**config.mk**
```make
export PLATFORM = sky130hd
export DESIGN_NAME = coef_quantizer
export DESIGN_NICKNAME = d
export VERILOG_FILES = /design/src/rtl/qnt_pkg.sv /design/src/rtl/qnt_ctrl.sv /design/src/rtl/qnt_datapath.sv /design/src/rtl/coef_quantizer.sv
export SDC_FILE = /design/constraint.sdc
export NUM_CORES = 1
export LEC_CHECK = 0
export CELL_PAD_IN_SITES_DETAIL_PLACEMENT = 1
export CELL_PAD_IN_SITES_GLOBAL_PLACEMENT = 2
export CORE_MARGIN = 4
export CORE_UTILIZATION = 45
export CTS_CLUSTER_DIAMETER = 60
export DETAILED_ROUTE_END_ITERATION = 7
export PLACE_DENSITY_LB_ADDON = 0.1
export REMOVE_ABC_BUFFERS = 1
export SYNTH_ARGS = -nofsm -noshare
export SYNTH_HDL_FRONTEND = slang
export SYNTH_SLANG_ARGS = --single-unit
export TNS_END_PERCENT = 100
```
**constraint.sdc**
```tcl
create_clock -name clk -period 4.2 [get_ports clk]
set_input_delay 1.05 -clock clk [delete_from_list [all_inputs] [get_ports clk]]
set_output_delay 1.05 -clock clk [all_outputs]
set_load 0.05 [all_outputs]
```
**src/rtl/qnt_pkg.sv**
```systemverilog
package qnt_pkg;

  // Strobes that the control half hands to the datapath for the back end.
  typedef struct packed {
    logic outLoad;   // final stage holds a live word this cycle
    logic applyNeg;  // sign that belongs to that word
  } qntStrobes_t;

endpackage

```
**src/rtl/qnt_ctrl.sv**
```systemverilog
module qnt_ctrl
  import qnt_pkg::*;
#(
  parameter int STAGES = 12
) (
  input  logic              clk,
  input  logic              rst,
  input  logic              inValid,
  input  logic              inSign,
  output logic [STAGES-1:0] stageEn,
  output qntStrobes_t       strobes,
  output logic              outValid
);

  logic [STAGES:0]   validPipe;
  logic [STAGES-1:0] signPipe;

  always_ff @(posedge clk) begin
    if (rst) begin
      validPipe <= '0;
      signPipe  <= '0;
    end else begin
      validPipe <= {validPipe[STAGES-1:0], inValid};
      signPipe  <= {signPipe[STAGES-2:0], inSign};
    end
  end

  // Stage i captures on the cycle its predecessor holds a live word.
  assign stageEn          = {validPipe[STAGES-2:0], inValid};
  assign strobes.outLoad  = validPipe[STAGES-1];
  assign strobes.applyNeg = signPipe[STAGES-1];
  assign outValid         = validPipe[STAGES];

endmodule

```
**src/rtl/qnt_datapath.sv**
```systemverilog
module qnt_datapath
  import qnt_pkg::*;
#(
  parameter int COEF_W = 12,
  parameter int DIV_W  = 8
) (
  input  logic                     clk,
  input  logic                     rst,
  input  logic [COEF_W-1:0]        inCoef,
  input  logic [DIV_W-1:0]         inDiv,
  input  logic [COEF_W-1:0]        stageEn,
  input  qntStrobes_t              strobes,
  output logic signed [COEF_W-1:0] outQ
);

  localparam int MAG_W  = COEF_W - 1;
  localparam int QUO_W  = COEF_W;
  localparam int STAGES = QUO_W;
  localparam int REM_W  = DIV_W + 3;

  // Front end: saturated magnitude with one fractional zero bit below it.
  logic [COEF_W-1:0] negCoef;
  logic [MAG_W-1:0]  magVal;
  logic              isMin;

  always_comb begin
    negCoef = -inCoef;
    isMin   = inCoef[COEF_W-1] && (inCoef[COEF_W-2:0] == '0);
    if (isMin)                    magVal = '1;
    else if (inCoef[COEF_W-1])    magVal = negCoef[MAG_W-1:0];
    else                          magVal = inCoef[MAG_W-1:0];
  end

  logic signed [REM_W-1:0] remArr [STAGES];
  logic [DIV_W-1:0]        divArr [STAGES];
  logic [QUO_W-1:0]        quoArr [STAGES+1];

  assign remArr[0] = '0;
  assign divArr[0] = inDiv;
  assign quoArr[0] = {magVal, 1'b0};

  for (genvar i = 0; i < STAGES; i++) begin : g_stage
    logic signed [REM_W-1:0] shifted;
    logic signed [REM_W-1:0] divExt;
    logic                    qBit;

    assign shifted = {remArr[i][REM_W-2:0], quoArr[i][QUO_W-1]};
    assign divExt  = $signed({{(REM_W-DIV_W){1'b0}}, divArr[i]});

    if (i < STAGES - 1) begin : g_mid
      logic signed [REM_W-1:0] nextRem;
      assign nextRem = remArr[i][REM_W-1] ? (shifted + divExt) : (shifted - divExt);
      assign qBit    = ~nextRem[REM_W-1];

      always_ff @(posedge clk) begin
        if (stageEn[i]) begin
          remArr[i+1] <= nextRem;
          divArr[i+1] <= divArr[i];
        end
      end
    end else begin : g_last
      // Only the sign of the last partial remainder matters; it is then dropped.
      assign qBit = remArr[i][REM_W-1] ? (shifted >= -divExt) : (shifted >= divExt);
    end

    always_ff @(posedge clk) begin
      if (stageEn[i]) quoArr[i+1] <= {quoArr[i][QUO_W-2:0], qBit};
    end
  end

  // Back end: sign first, then round on the half-unit bit.
  logic signed [COEF_W:0]   signedQuo;
  logic signed [COEF_W-1:0] rounded;

  always_comb begin
    signedQuo = $signed({1'b0, quoArr[STAGES]});
    if (strobes.applyNeg) signedQuo = -signedQuo;
    rounded = signedQuo[COEF_W:1] + {{(COEF_W-1){1'b0}}, signedQuo[0]};
  end

  always_ff @(posedge clk) begin
    if (rst)                  outQ <= '0;
    else if (strobes.outLoad) outQ <= rounded;
  end

endmodule

```
**src/rtl/coef_quantizer.sv**
```systemverilog
module coef_quantizer
  import qnt_pkg::*;
#(
  parameter int COEF_W = 12,
  parameter int DIV_W  = 8
) (
  input  logic                     clk,
  input  logic                     rst,
  input  logic                     inValid,
  input  logic [COEF_W-1:0]        inCoef,
  input  logic [DIV_W-1:0]         inDiv,
  output logic                     outValid,
  output logic signed [COEF_W-1:0] outQ
);

  localparam int STAGES = COEF_W;

  logic [STAGES-1:0] stageEn;
  qntStrobes_t       strobes;

  qnt_ctrl #(.STAGES(STAGES)) i_ctrl (
    .clk      (clk),
    .rst      (rst),
    .inValid  (inValid),
    .inSign   (inCoef[COEF_W-1]),
    .stageEn  (stageEn),
    .strobes  (strobes),
    .outValid (outValid)
  );

  qnt_datapath #(.COEF_W(COEF_W), .DIV_W(DIV_W)) i_dp (
    .clk     (clk),
    .rst     (rst),
    .inCoef  (inCoef),
    .inDiv   (inDiv),
    .stageEn (stageEn),
    .strobes (strobes),
    .outQ    (outQ)
  );

endmodule

```
# Word level (Yosys, flattened, before mapping)
# Index checks and enable logic that the tools add are counted.
op_classes:
  muxes: 14
  bitwise: 11
  magnitude_cmp: 2
  add_sub_neg: 25
  n_reduce_logical: 2
ops:
  columns: ["op", "count"]
  rows:
  - ["two-way mux 11 bit", 12]
  - ["adder 11 x 9 -> 11 bit", 10]
  - ["subtractor 11 x 9 -> 11 bit", 10]
  - ["two-way mux 13 bit", 1]
  - ["negator 12 -> 13 bit", 1]
  - ["adder 12 x 1 -> 12 bit", 1]
  - [">= comparator 11 bit", 1]
  - [">= comparator 11 x 9 -> 1 bit", 1]
  - ["logical NOT 11 bit", 1]
  - ["negator 11 bit", 1]
  - ["negator 8 -> 11 bit", 1]
  - ["NOT 1 bit", 11]
  - ["subtractor 1 x 8 -> 9 bit", 1]
  - ["logical AND 1 bit", 1]
  - ["two-way mux 1 bit", 1]
word_totals:
  output_inout_bits: 13
  word_cells: 92
  input_bits: 23
  regBits: 379

# Depth between registers and ports, before layout
# Gate-level depths: netlist (run 1).
logic_depth:
  word_depth: 5
  mapped_depth: 14
  ltp_nobuf: 14

# Modules after synthesis
# Synthesis (run 1) repeated with hierarchy kept, for this count alone.
hier_totals:
  hier_cells: 1380
  hier_area_um2: 18286.3
by_module_without_submodules:
  columns: ["module", "area_each_um2", "n_inst", "cells_per_inst"]
  rows:
  - ["qnt_datapath", 17598.1, 1, 1326]
  - ["qnt_ctrl", 688.2, 1, 54]

# Least setup slack after synthesis (run 1)
# No wires, ideal clock.
synth_timing:
  path_type: "input port to flip-flop"
  startpoint: "input port inCoef[1]"
  endpoint: "register i_dp.remArr (netlist bit i_dp.g_stage[1].shifted[10]) (data pin)"
  slack_ps: 678
  setup_time_ps: 272
  t_arrival_ps: 3250
  t_required_ps: 3928
  stages: 13
  path_cell_list: "inv_1 > ha_1 > nand2_1 > or3_1 > or3_1 > or3_1 > nand3_1 > o21ai_0 > ha_1 > inv_1 > ha_1 > nand2_1 > or3_1"
synth_between:
  elab_chain_len: 4
synth_rtl:
  columns: ["element", "line_no", "rtl"]
  rows:
  - ["start, declared", "coef_quantizer.sv:10", "input logic [COEF_W-1:0] inCoef,"]
  - ["negator 11 bit / logical NOT 11 bit (equally long branches)", "qnt_datapath.sv:27, qnt_datapath.sv:28", null]
  - ["two-way mux 11 bit / logical AND 1 bit (equally long branches)", "qnt_datapath.sv:30, qnt_datapath.sv:28", null]
  - ["two-way mux 11 bit *", "qnt_datapath.sv:29", "if (isMin) magVal = '1;"]
  - ["subtractor 1 x 8 -> 9 bit *", "qnt_datapath.sv:52", "assign nextRem = remArr[i][REM_W-1] ? (shifted + divExt) : (shifted - divExt);"]
  - ["via i_dp.g_stage[0].g_mid.nextRem[10]", "qnt_datapath.sv:51", "logic signed [REM_W-1:0] nextRem;"]
  - ["end signal, assigned by index", "qnt_datapath.sv:57", "remArr[i+1] <= nextRem;"]
  - ["end, declared", "qnt_datapath.sv:34", "logic signed [REM_W-1:0] remArr [STAGES];"]
# Mark *: on every way through the listed nets, which the timed path passes. The rest lies on a longest branch.
# A chain may end at the register's enable or synchronous reset.

# Final worst setup path (run 1)
layout_timing:
  startpoint: "input port inCoef[0]"
  endpoint: "register i_dp.remArr (netlist bit i_dp.g_stage[1].shifted[10]) (data pin)"
# Same word-level chain as after synthesis.

==> impl_metrics.tcl, run 1 <==
set metrics [dict create \
    die_x_microns 209 \
    setup-violations-final 0 \
    clock-skew-final_ns 0.0104 \
    result_of_the_run "complete, no violations" \
    crit_path_launch_type "primary input" \
    post-route-drc-count 0 \
    ctsHtreeMaxLevel 2 \
    power.density_cell_area_nw_per_um2 416 \
    synth_top_flop_cell "sky130_fd_sc_hd__edfxtp_1" \
    cts_root_buf "sky130_fd_sc_hd__clkbuf_16" \
    grt_pass1_wl_mm 58.3 \
    most_area_consuming_cells_after_synthesis "sky130_fd_sc_hd__edfxtp_1 56%, sky130_fd_sc_hd__ha_1 9.1%, sky130_fd_sc_hd__xnor2_1 5.6%" \
    hold_path.class "reg2reg" \
    nets 1633 \
    cts_buf_count 43 \
    post_route_cells_drive_above_1_share 0.0859 \
    setup_total_negative_slack_ns 0 \
    syn-cell-area_sq_um 18300 \
    tritoncts "built" \
    number_of_enable_type_register_cells_in_the_synthesized_netlist 340 \
    peakVddDrop_uv 331 \
    post-synth-top-area-fraction 0.559 \
    chipHeight_microns 209 \
    synth-warning-count 0 \
    max_stage_delay_ns 0.42 \
    cts_hold_buffers 0 \
    crit_path_top_delay_cell "sky130_fd_sc_hd__clkdlybuf4s50_1" \
    setup_repair_after_global_routing_missed_its_margin "no" \
    top_level_ports 36 \
    synthCells 1384 \
    post-dp-hpwl_mm 26.4 \
    cts_setup_buffers 0 \
    power.leakage_uw 0.00773 \
    port_buffers 35 \
    worst-path-max-fanout 3 \
    path_buf_inv 3 \
    drt-wirelength-per-cell_microns 17.2 \
    insertion_delay_ns 0.56 \
    crit_arrival_ns 3.92 \
    num_rows 73 \
    grt_max_degree 32 \
    netlist.top_cell.by_area "sky130_fd_sc_hd__edfxtp_1" \
    routed-via-count 10600 \
    initial_core_util 0.457 \
    crit_top_cell "sky130_fd_sc_hd__or3_1" \
    number_of_antenna_diodes 0 \
    cts_sinks 377 \
    power.total_uw 8640 \
    totalWireLength_mm 34.9 \
    path_cells "clkdlybuf4s50_1 > inv_1 > ha_1 > nand2_1 > or3_1 > or3_1 > or3_1 > nand3_1 > o21ai_0 > ha_1 > inv_1 > ha_1 > nand2_1 > or3_1" \
    ys_ff_latch 377 \
    ys_async_sr_fraction 0 \
    first_pass_iters 4 \
    layout_worst_path_cycle_share 0.865 \
    critPathKind "in2reg" \
    tightestPinTransition_ns 0.686 \
    finalWorstPathRequiredPeriod_ns 3.63 \
    overflow 0 \
    worstHoldPathCells 0 \
    synthDistinctLibCells 60 \
    clk_pin_slew_ns 0.06 \
    cp.required_ns 4.49 \
    finalHoldViolations 0 \
    antenna_found_initial 0 \
    core_area_sq_um 39900 \
    antenna_violating_nets_post_route 0 \
    first_iter_violations 389 \
    worst_slew_margin_rel 0.531 \
    path_delay_family "simple AND/OR/NAND/NOR gates" \
    max_freq_mhz 275 \
    endpoint_kind "flop" \
    avgViaCountPerCell 5.23 \
    syn_area_per_cell_sq_um 13.2 \
    slew_limit_fails 0 \
    die-area_sq_um 43900 \
    cp.depth 14 \
    post_synthesis_sequential_area_ratio 0.600 \
    worstRegToRegCells 11 \
    postCtsResizedCells 0 \
    cts_max_path_buffers 3 \
    cap_violations 0 \
    routabilityCongestion 0.778 \
    grt_util_all_layers 0.163 \
    layout-area-overhead-vs-synth_pct 13.8 \
    vias_in_the_first_global_route 11300 \
]
==> cell usage after synthesis (3+ instances only) <==
cell type and count:
sky130_fd_sc_hd__o31ai_1 12, sky130_fd_sc_hd__a21o_1 30, sky130_fd_sc_hd__nor3b_1 3, sky130_fd_sc_hd__a21oi_1 87, sky130_fd_sc_hd__or3_1 9, sky130_fd_sc_hd__nor4_1 14, sky130_fd_sc_hd__nor3_1 50, sky130_fd_sc_hd__a2111o_1 16
sky130_fd_sc_hd__buf_2 3, sky130_fd_sc_hd__fa_1 10, sky130_fd_sc_hd__mux2_2 11, sky130_fd_sc_hd__nand3_1 4, sky130_fd_sc_hd__ha_1 133, sky130_fd_sc_hd__clkbuf_1 18, sky130_fd_sc_hd__dfxtp_1 37, sky130_fd_sc_hd__nor2_1 104
sky130_fd_sc_hd__mux2i_1 9, sky130_fd_sc_hd__a2111oi_0 4, sky130_fd_sc_hd__nand2b_1 9, sky130_fd_sc_hd__xnor2_1 117, sky130_fd_sc_hd__inv_1 80, sky130_fd_sc_hd__and3_1 4, sky130_fd_sc_hd__or2_2 4, sky130_fd_sc_hd__o31a_1 3
sky130_fd_sc_hd__a31oi_1 26, sky130_fd_sc_hd__a31o_2 12, sky130_fd_sc_hd__o41ai_1 3, sky130_fd_sc_hd__nor2b_1 27, sky130_fd_sc_hd__o21bai_1 18, sky130_fd_sc_hd__nand2_1 54, sky130_fd_sc_hd__edfxtp_1 340, sky130_fd_sc_hd__o21ai_0 14
sky130_fd_sc_hd__xor2_1 86
==> stage by stage <==
| step | util | hold WS [ns] | setup WS [ns] | cell area, sq um | std cells |
|---|---|---|---|---|---|
| after floorplan | - | 0.400 | 0.688 | 18200 | 1360 |
| after global placement | 0.485 | 0.400 | 0.0425 | 19400 | 1947 |
| after detailed placement | 0.485 | 0.406 | -0.0382 | 19400 | 1947 |
| after CTS | 0.521 | 0.413 | 0.556 | 20800 | 2026 |
| after global routing | 0.521 | 0.413 | 0.305 | 20800 | 2026 |
| final | 0.521 | 0.410 | 0.568 | 20800 | 2026 |
==> cells by family (layout without fill, tap and decap cells) <==
logic type,count (synthesis),in the layout,share of synthesized area
xor gates and xnor gates,203,203,0.0974
adders and majority gates,143,143,0.102
AOI/OAI and AO/OA,243,243,0.0901
DFF,377,377,0.600
muxes,20,20,0.0117
buffers and inverters,104,221,0.0221
and+or+nand+nor,294,294,0.0768
==> registers in the layout, indices dropped and copies added (netlist names) <==
signal,cells
i_dp.divArr,88
i_dp.remArr,10
i_dp.quoArr,123
i_dp.g_stage.shifted,119
i_ctrl.signPipe,12
i_ctrl.validPipe,13
i_dp.outQ,12
==> placed cells by master, fill, tap and decap left out, types with 27 or more instances in the layout <==
cell and n:
sky130_fd_sc_hd__buf_4 27, sky130_fd_sc_hd__xor2_1 86, sky130_fd_sc_hd__nand2_1 54, sky130_fd_sc_hd__edfxtp_1 340, sky130_fd_sc_hd__nor2b_1 27, sky130_fd_sc_hd__dfxtp_1 37, sky130_fd_sc_hd__xnor2_1 117, sky130_fd_sc_hd__clkbuf_16 43
sky130_fd_sc_hd__ha_1 133, sky130_fd_sc_hd__inv_1 80, sky130_fd_sc_hd__nor3_1 50, sky130_fd_sc_hd__nor2_1 104, sky130_fd_sc_hd__a21oi_1 87, sky130_fd_sc_hd__clkdlybuf4s50_1 34, sky130_fd_sc_hd__a21o_1 30
==> worst paths after layout <==
kind	from	endpoint	slack (ns)
setup / recovery	inCoef[0]	i_dp.g_stage[1].shifted[10]	0.57
hold / removal	i_dp.quoArr[85]	i_dp.quoArr[74]	0.41
setup reg to reg	i_dp.divArr[64]	i_dp.quoArr[96]	0.59
hold reg to reg	i_dp.quoArr[85]	i_dp.quoArr[74]	0.41
==> report_power, final <==
| group | internal (uW) | switching (uW) |
|---|---|---|
| Combinational | 307 | 348 |
| Sequential | 4190 | 42.6 |
| Clock | 2240 | 1510 |
| Total | 6740 | 1900 |
==> final cells by class <==
cell class                 instances  area, sq um
clock buffer                      50         1120
clock inverter                    29          300
fill                            3992        19100
inverter                          80          300
multi-input combinational        903         6900
sequential                       377        11000
tap                              525          657
timing repair buffer              62          548
==> metal layers <==
layer | track usage | up-vias | part of all wire
met3 | 0.0241 | 52 | 0.024
li1 | - | 5273 | -
met4 | 0.0531 | 0 | 0.023
met2 | 0.300 | 83 | 0.52
met1 | 0.197 | 5182 | 0.43
met5 | 0 | - | 0
Power figures use the tool's default switching activity.
==> run 2, diff against run 1 <==
PLACE_DENSITY = 0.82   (was unset)
PLACE_DENSITY_LB_ADDON = unset   (was 0.1)
==> impl_metrics.tcl, run 2 (synthesized netlist as in run 1, its figures left out) <==
set metrics [dict create \
    initial_core_util 0.457 \
    finalWorstPathRequiredPeriod_ns 3.73 \
    worst_slew_margin_rel 0.367 \
    post-route-drc-count 0 \
    result_of_the_run "complete, no violations" \
    wl_met2_mm 19.2 \
    grt_pass1_wl_mm 58.9 \
    multi_input_area_sq_um 6900 \
    vias_in_the_first_global_route 11600 \
    regMostFlops "i_dp.quoArr" \
    num_rows 73 \
    overflow 0 \
    hold_path.class "reg2reg" \
    critPathKind "in2reg" \
    final_cells 2017 \
    ctsHtreeMaxLevel 2 \
    routabilityCongestion 0.808 \
    setup_total_negative_slack_ns 0 \
    cts_max_path_buffers 3 \
    antenna_violating_nets_post_route 0 \
    setup_repair_after_global_routing_missed_its_margin "no" \
    grt_util_all_layers 0.163 \
    largest_reg_flops 123 \
    power.total_uw 8280 \
    cts_setup_buffers 0 \
    insertion_delay_ns 0.56 \
    layout-area-overhead-vs-synth_pct 12.9 \
    slew_limit_fails 0 \
    most_common_cell_after_layout_fill_and_taps_aside "sky130_fd_sc_hd__edfxtp_1" \
    core_area_sq_um 39900 \
    cp.required_ns 4.50 \
    postCtsResizedCells 0 \
    die_x_microns 209 \
    grt_max_degree 38 \
    cap_violations 0 \
    drt-met1-wl_mm 13.8 \
    port_buffers 35 \
    setup.reg_to_reg.worst_slack_ns 0.47 \
    first_iter_violations 302 \
    worstHoldPathCells 0 \
    routed-via-count 10700 \
    clk_pin_slew_ns 0.06 \
    crit_arrival_ns 4.03 \
    crit_path_launch_type "primary input" \
    avgViaCountPerCell 5.29 \
    r2r-start "i_dp.divArr[40]" \
    die-area_sq_um 43900 \
    cts_buf_count 42 \
    power.leakage_uw 0.00763 \
    post_route_cells_drive_above_1_share 0.0757 \
    nets 1627 \
    totalWireLength_mm 34.9 \
    antenna_found_initial 0 \
    power.density_cell_area_nw_per_um2 402 \
    layout.filler_cells 3966 \
    cts_sinks 377 \
    max_freq_mhz 268 \
    chipHeight_microns 209 \
    endpoint_kind "flop" \
    first_pass_iters 4 \
    worstRegToRegCells 11 \
    clock-skew-final_ns 0.0141 \
    cts_root_buf "sky130_fd_sc_hd__clkbuf_16" \
    timing.hold.ws_ns 0.413 \
    finalHoldViolations 0 \
    peakVddDrop_uv 310 \
    number_of_antenna_diodes 0 \
    tightestPinTransition_ns 0.926 \
    layout_worst_path_cycle_share 0.888 \
    seq_area_sq_um 11000 \
    tritoncts "built" \
    met3_length_microns 988 \
    hold_path_startpoint "i_dp.quoArr[97]" \
    drt-wirelength-per-cell_microns 17.3 \
    number_of_placed_instances_taps_included 1942 \
    worst-path-max-fanout 3 \
    hold-path-endpoint "i_dp.quoArr[86]" \
    worstReg2RegEnd "i_dp.remArr[54]" \
    setup-violations-final 0 \
    cts_hold_buffers 0 \
    post-dp-hpwl_mm 26.4 \
    most_frequent_cells_in_the_layout "340 x sky130_fd_sc_hd__edfxtp_1, 133 x sky130_fd_sc_hd__ha_1, 117 x sky130_fd_sc_hd__xnor2_1" \
    highest_layer "met4" \
    top_level_ports 36 \
]
run 2: metrics by stage:
stage / instance area (sq um) / utilization / setup WS, ns
after floorplan: 18200 / - / 0.688
after global placement: 19300 / 0.484 / 0.0547
after detailed placement: 19300 / 0.484 / -0.0721
after CTS: 20600 / 0.516 / 0.405
after global routing: 20600 / 0.516 / 0.268
final: 20600 / 0.516 / 0.469
run 2: layout make-up:
class                           instances  share of cell area
Clock buffer                           60              0.0572
Clock inverter                         15             0.00540
Inverter                               80              0.0146
Multi-Input combinational cell        903               0.335
Sequential cell                       377               0.531
Tap cell                              525              0.0319
Timing Repair Buffer                   57              0.0248
run 2: how the worst max path moves through the flow:
stage               cells after the start       startpoint                     endpoint
finish                                 14        inCoef[0]  i_dp.g_stage[1].shifted[10]
detailed placement                     14        inCoef[1]  i_dp.g_stage[1].shifted[10]
global route                           11  i_dp.divArr[40]              i_dp.remArr[54]
global placement                       14        inCoef[0]  i_dp.g_stage[1].shifted[10]
CTS                                    11  i_dp.divArr[40]              i_dp.remArr[54]
floorplan                              13        inCoef[1]  i_dp.g_stage[1].shifted[10]
run 2: layer usage:
| metal | global-route usage | vias up |
|---|---|---|
| li1 | - | 5246 |
| met1 | 0.185 | 5235 |
| met2 | 0.315 | 115 |
| met3 | 0.0284 | 64 |
| met4 | 0.0461 | 0 |
| met5 | 0 | - |
run 2: worst max-delay path, cell delays in order:
cell	delay [ns]
sky130_fd_sc_hd__clkdlybuf4s50_1	0.43
sky130_fd_sc_hd__inv_1	0.09
sky130_fd_sc_hd__ha_1	0.18
sky130_fd_sc_hd__nand2_1	0.08
sky130_fd_sc_hd__or3_1	0.32
sky130_fd_sc_hd__or3_1	0.36
sky130_fd_sc_hd__or3_1	0.36
sky130_fd_sc_hd__nand3_1	0.09
sky130_fd_sc_hd__o21ai_0	0.11
sky130_fd_sc_hd__ha_1	0.27
sky130_fd_sc_hd__inv_1	0.08
sky130_fd_sc_hd__ha_1	0.17
sky130_fd_sc_hd__nand2_1	0.08
sky130_fd_sc_hd__or3_1	0.34
run 2: power by group:
| part | leakage [uW] | internal (uW) | switching, uW |
|---|---|---|---|
| sequential | 0.00340 | 4190 | 44.7 |
| clock | 0.000623 | 1970 | 1430 |
| combinational | 0.00361 | 304 | 346 |
| total | 0.00763 | 6460 | 1820 |
